### config.mk
export PLATFORM = sky130hd
export DESIGN_NAME = gpio_bank_rio
export DESIGN_NICKNAME = d
export VERILOG_FILES = /design/src/rtl/gpio_bank_rio.sv
export SDC_FILE = /design/constraint.sdc
export NUM_CORES = 1
export LEC_CHECK = 0
export BUFFER_PORTS_ARGS = -buffer_cell sky130_fd_sc_hd__buf_2
export CORE_AREA = 2 2 110 112
export CTS_CLUSTER_DIAMETER = 30
export DETAILED_ROUTE_END_ITERATION = 8
export DIE_AREA = 0 0 112 114
export PLACE_DENSITY = 0.66
export SETUP_SLACK_MARGIN = 0.2
export SLEW_MARGIN = 30
export SYNTH_ARGS = -nofsm -noshare
export SYNTH_HDL_FRONTEND = slang
export SYNTH_SLANG_ARGS = --single-unit
export TNS_END_PERCENT = 30
### constraint.sdc
create_clock -name clk -period 2.4 [get_ports clk]
set_clock_uncertainty 0.2 [all_clocks]
set_input_delay 0.48 -clock clk [delete_from_list [all_inputs] [get_ports clk]]
set_output_delay 0.48 -clock clk [all_outputs]
set_load 0.01 [all_outputs]
### src/rtl/gpio_bank_rio.sv
module gpio_bank_rio #(
  parameter int NPINS  = 28,
  parameter int ADDR_W = 14
) (
  input  logic              clk,
  input  logic              rst_n,
  input  logic [ADDR_W-1:0] bus_addr,
  input  logic              bus_wr,
  input  logic [31:0]       bus_wdata,
  output logic [31:0]       bus_rdata,
  input  logic [NPINS-1:0]  pin_in,
  output logic [NPINS-1:0]  pin_out,
  output logic [NPINS-1:0]  pin_oe
);

  localparam logic [11:0] OFF_OUT = 12'h000;
  localparam logic [11:0] OFF_OE  = 12'h004;
  localparam logic [11:0] OFF_IN  = 12'h008;
  localparam logic [1:0]  WIN_RAW = 2'd0;
  localparam logic [1:0]  WIN_SET = 2'd2;
  localparam logic [1:0]  WIN_CLR = 2'd3;

  logic [NPINS-1:0] out_q, oe_q, sync1_q, sync2_q;
  logic [1:0]       win;
  logic [11:0]      off;
  logic [NPINS-1:0] wmask;
  logic             we_out, we_oe;
  logic             unused_bits;

  assign win    = bus_addr[13:12];
  assign off    = bus_addr[11:0];
  assign wmask  = bus_wdata[NPINS-1:0];
  assign we_out = bus_wr && off == OFF_OUT;
  assign we_oe  = bus_wr && off == OFF_OE;
  assign unused_bits = ^{bus_wdata, bus_addr};

  function automatic logic [NPINS-1:0] apply(input logic [NPINS-1:0] cur,
                                             input logic [NPINS-1:0] m,
                                             input logic [1:0] w);
    case (w)
      WIN_RAW: apply = m;
      WIN_SET: apply = cur | m;
      WIN_CLR: apply = cur & ~m;
      default: apply = cur;
    endcase
  endfunction

  always_ff @(posedge clk or negedge rst_n) begin
    if (!rst_n) begin
      out_q <= '0;
      oe_q  <= '0;
    end else begin
      if (we_out) out_q <= apply(out_q, wmask, win);
      if (we_oe)  oe_q  <= apply(oe_q, wmask, win);
    end
  end

  always_ff @(posedge clk or negedge rst_n) begin
    if (!rst_n) begin
      sync1_q <= '0;
      sync2_q <= '0;
    end else begin
      sync1_q <= pin_in;
      sync2_q <= sync1_q;
    end
  end

  always_comb begin
    case (off)
      OFF_OUT: bus_rdata = 32'(out_q);
      OFF_OE:  bus_rdata = 32'(oe_q);
      OFF_IN:  bus_rdata = 32'(sync2_q);
      default: bus_rdata = '0;
    endcase
  end

  assign pin_out = out_q;
  assign pin_oe  = oe_q;

  a_r2_raw_write: assert property (@(posedge clk) disable iff (!rst_n)
    (we_out && win == WIN_RAW) |=> pin_out == $past(wmask));

  a_r3_set_keeps_others: assert property (@(posedge clk) disable iff (!rst_n)
    (we_out && win == WIN_SET) |=>
      ((pin_out & $past(wmask)) == $past(wmask)) &&
      ((pin_out & ~$past(wmask)) == ($past(pin_out) & ~$past(wmask))));

  a_r4_clr_keeps_others: assert property (@(posedge clk) disable iff (!rst_n)
    (we_oe && win == WIN_CLR) |=>
      ((pin_oe & $past(wmask)) == '0) &&
      ((pin_oe & ~$past(wmask)) == ($past(pin_oe) & ~$past(wmask))));

  a_r5_input_write_ignored: assert property (@(posedge clk) disable iff (!rst_n)
    (bus_wr && off == OFF_IN) |=> $stable(pin_out) && $stable(pin_oe));

  a_r9_window1_ignored: assert property (@(posedge clk) disable iff (!rst_n)
    (bus_wr && win == 2'd1) |=> $stable(pin_out) && $stable(pin_oe));

endmodule

==> flow_metrics.tcl <==
set metrics [dict create \
    io_buffers 156 \
    multi_input_area_um2 1491 \
    gp_congestion 0.7900 \
    synth_area_leaders "dfrtp_1, o21ai_0, mux2i_1" \
    switching_share 0.2205 \
    p_clk_frac 0.423 \
    start_kind "input pin" \
    fin_nets 682 \
    drtAntennaViolNets 0 \
    drt_pass1_iterations 4 \
    crit_path_end_kind "output port" \
    rsz0062_at_grt "true" \
    period_needed_ps 2225 \
    synthTopCellsByCount "dfrtp_1, o21ai_0, nor2_1" \
    violations "hold timing" \
    cts_root_buf "clkbuf_16" \
    wirelength_um 12760 \
    syn_inst 438 \
    synth_top_area_frac 0.6156 \
    wl_per_cell_um 16.83 \
    grt_pass1_wl_um 20000 \
    coreArea_um2 11710 \
    powerDensity_nw_per_um2 641.1 \
    drcViolationCount 0 \
    power_frac_comb 0.067 \
    p_seq_frac 0.510 \
    worstPathRequired_ps 1720 \
    max_cap_viol_count 0 \
    vias_per_cell 5.079 \
    placementRows 40 \
    cts.clk_slew.worst_paths_ps 70 \
    setup_violations 0 \
    synth_cell_types 21 \
    syn2layout_area_growth_pct 31.11 \
    synthFlopType "dfrtp_1" \
    r2r_start "pin_out[1]" \
    post_dp_cell_area_um2 5613 \
    utilization 0.5097 \
    path_max_fanout 20 \
    initial_utilization 0.3888 \
    htreeDepth 3 \
    vias 3850 \
    r2r-end "pin_out[1]" \
    die_area_um2 12770 \
    finalSetupTns_ps 0 \
    leakage_nw 3.117 \
    finalCritPeriodShare 0.9270 \
    cts_tree "built" \
    fillers 1105 \
    finish.instance_area_um2 5969 \
    net-switching-power_mw 0.8440 \
    max_slew_margin 0.5842 \
    syn-cell-area_um2 4553 \
    critPathLaunch "bus_addr[10]" \
    max_freq_mhz 449.5 \
    ff2ff_setup_slack_ps 1420 \
    finalHoldViolations 21 \
    synth_edf_count 0 \
    async_reset_ff_frac 1.000 \
    vdd_drop_max_mv 0.3663 \
    cts_sinks 112 \
    seq_area_um2 2803 \
    path_class "in -> out" \
    postCtsHoldBufs 0 \
    worstMarginPinSlew_ps 623.7 \
    yosysTopAreaCell "dfrtp_1" \
    drt_iter0_markers 256 \
    yosysMostFrequentCell "dfrtp_1" \
    dpl.hpwl_um 9037 \
    worstPathArrival_ps 1540 \
    preCtsSetupSlack_ps 132.7 \
    globalRouteOverflowTotal 0 \
    clockBufferDepth 2 \
    status "finished, violations left" \
    reg2reg_depth 2 \
    yosysSeqAreaShare 0.6156 \
    setup_ws_ps 175.2 \
    grt_pass1_vias 4035 \
    antenna_found_initial 1 \
    synth_warnings 0 \
    synth_area_per_cell_um2 10.40 \
    worstSkewPairLatency_ps 340 \
    die-height_um 114 \
    track_usage 0.2002 \
    drive_above_1_share 0.3410 \
    min_path_type "in -> async" \
    die_w_um 112 \
    internal_power_mw 2.983 \
    grt_start_max_net_pins 113 \
    ys_ff_latch 112 \
    cts-buffers-inserted 9 \
    maxSlewViolCount 0 \
    io_pins 165 \
    worst_hold_slack_ps -14.02 \
]
==> flip-flops by register name, indices dropped and copies added (netlist names) <==
signal	flops
pin_oe	28
pin_out	28
sync1_q	28
sync2_q	28
==> power groups by stage <==
stage          logic, mW  clock network, mW  registers [mW]
3_5_place_dp       0.257                  0            1.99
3_3_place_gp       0.245                  0            1.99
4_1_cts            0.260               1.66            1.95
2_1_floorplan     0.0992                  0            1.98
6_report           0.257               1.62            1.95
5_1_grt            0.286               1.73            1.95
==> how the worst max path moves through the flow <==
stage | cells past startpoint | to
final | 6 | bus_rdata[13]
after floorplan | 4 | bus_rdata[10]
after CTS | 6 | bus_rdata[13]
after global placement | 7 | bus_rdata[13]
after detailed placement | 7 | bus_rdata[20]
after global routing | 6 | bus_rdata[13]
==> layer usage <==
metal / vias up / share of wire / track usage
met2: 132 / 0.51 / 0.3657
met5: - / 0 / 0
met3: 12 / 0.072 / 0.05739
met1: 1893 / 0.41 / 0.2279
li1: 1813 / - / -
met4: 0 / 0.0085 / 0.06260
==> cell families (layout without fill, tap and decap cells) <==
| kind of cell | count (synthesis) | after routing | share of synthesized area |
|---|---|---|---|
| compound gates | 168 | 168 | 0.1847 |
| buf+inv | 59 | 228 | 0.06265 |
| flops | 112 | 112 | 0.6156 |
| mux | 28 | 28 | 0.06156 |
| other cells | 1 | 5 | 0.0008236 |
| simple gates | 70 | 70 | 0.07475 |
==> cell type report <==
cell class / count / share of cell area
inverter: 29 / 0.01824
timing repair buffer: 183 / 0.1761
clock buffer: 10 / 0.04003
tap: 147 / 0.03081
antenna: 1 / 0.0004192
multi-input combinational: 270 / 0.2498
sequential: 112 / 0.4695
clock inverter: 6 / 0.01509
==> metrics by stage <==
stage / hold WS (ps) / instances / power, mW
6_report: -14.02 / 758 / 3.827
5_1_grt: 20.16 / 757 / 3.969
4_1_cts: 24.07 / 757 / 3.866
3_5_place_dp: 134.7 / 739 / 2.245
3_3_place_gp: 132.3 / 739 / 2.230
2_1_floorplan: -15.59 / 441 / 2.083
==> cell usage in the layout (no fill, tap or decap) <==
cell	Yosys	routed
buf_2	3	154
dfrtp_1	112	112
o21ai_0	95	95
nor2_1	57	54
o21ai_1	45	45
inv_1	29	29
mux2i_1	28	28
a21oi_1	28	28
buf_4	4	24
clkbuf_16	0	9
buf_12	0	5
conb_1	1	4
nor2_2	0	3
nor4_4	2	2
nand4_1	2	2
or2_1	2	2
nand4_2	2	2
bufinv_16	0	2
diode_2	0	1
nand3_2	0	1
nor2b_2	0	1
nor3b_1	1	1
nand2b_1	1	1
and3b_1	1	1
clkinv_2	0	1
inv_6	0	1
clkinv_4	0	1
clkinvlp_4	0	1
clkbuf_8	0	1
==> what timing repair did <==
item                       in CTS  in global routing
buffers inserted                2                  0
gates resized for setup         2                  2
setup endpoints to repair      20                 28
pin swaps                       3                  2
==> worst max-delay path: stages <==
cell,delay (ps)
buf_2,110
nor4_4,320
nand3_2,150
buf_12,180
nor2_1,140
buf_2,150
No activity file was read; power rests on OpenSTA's default activity.
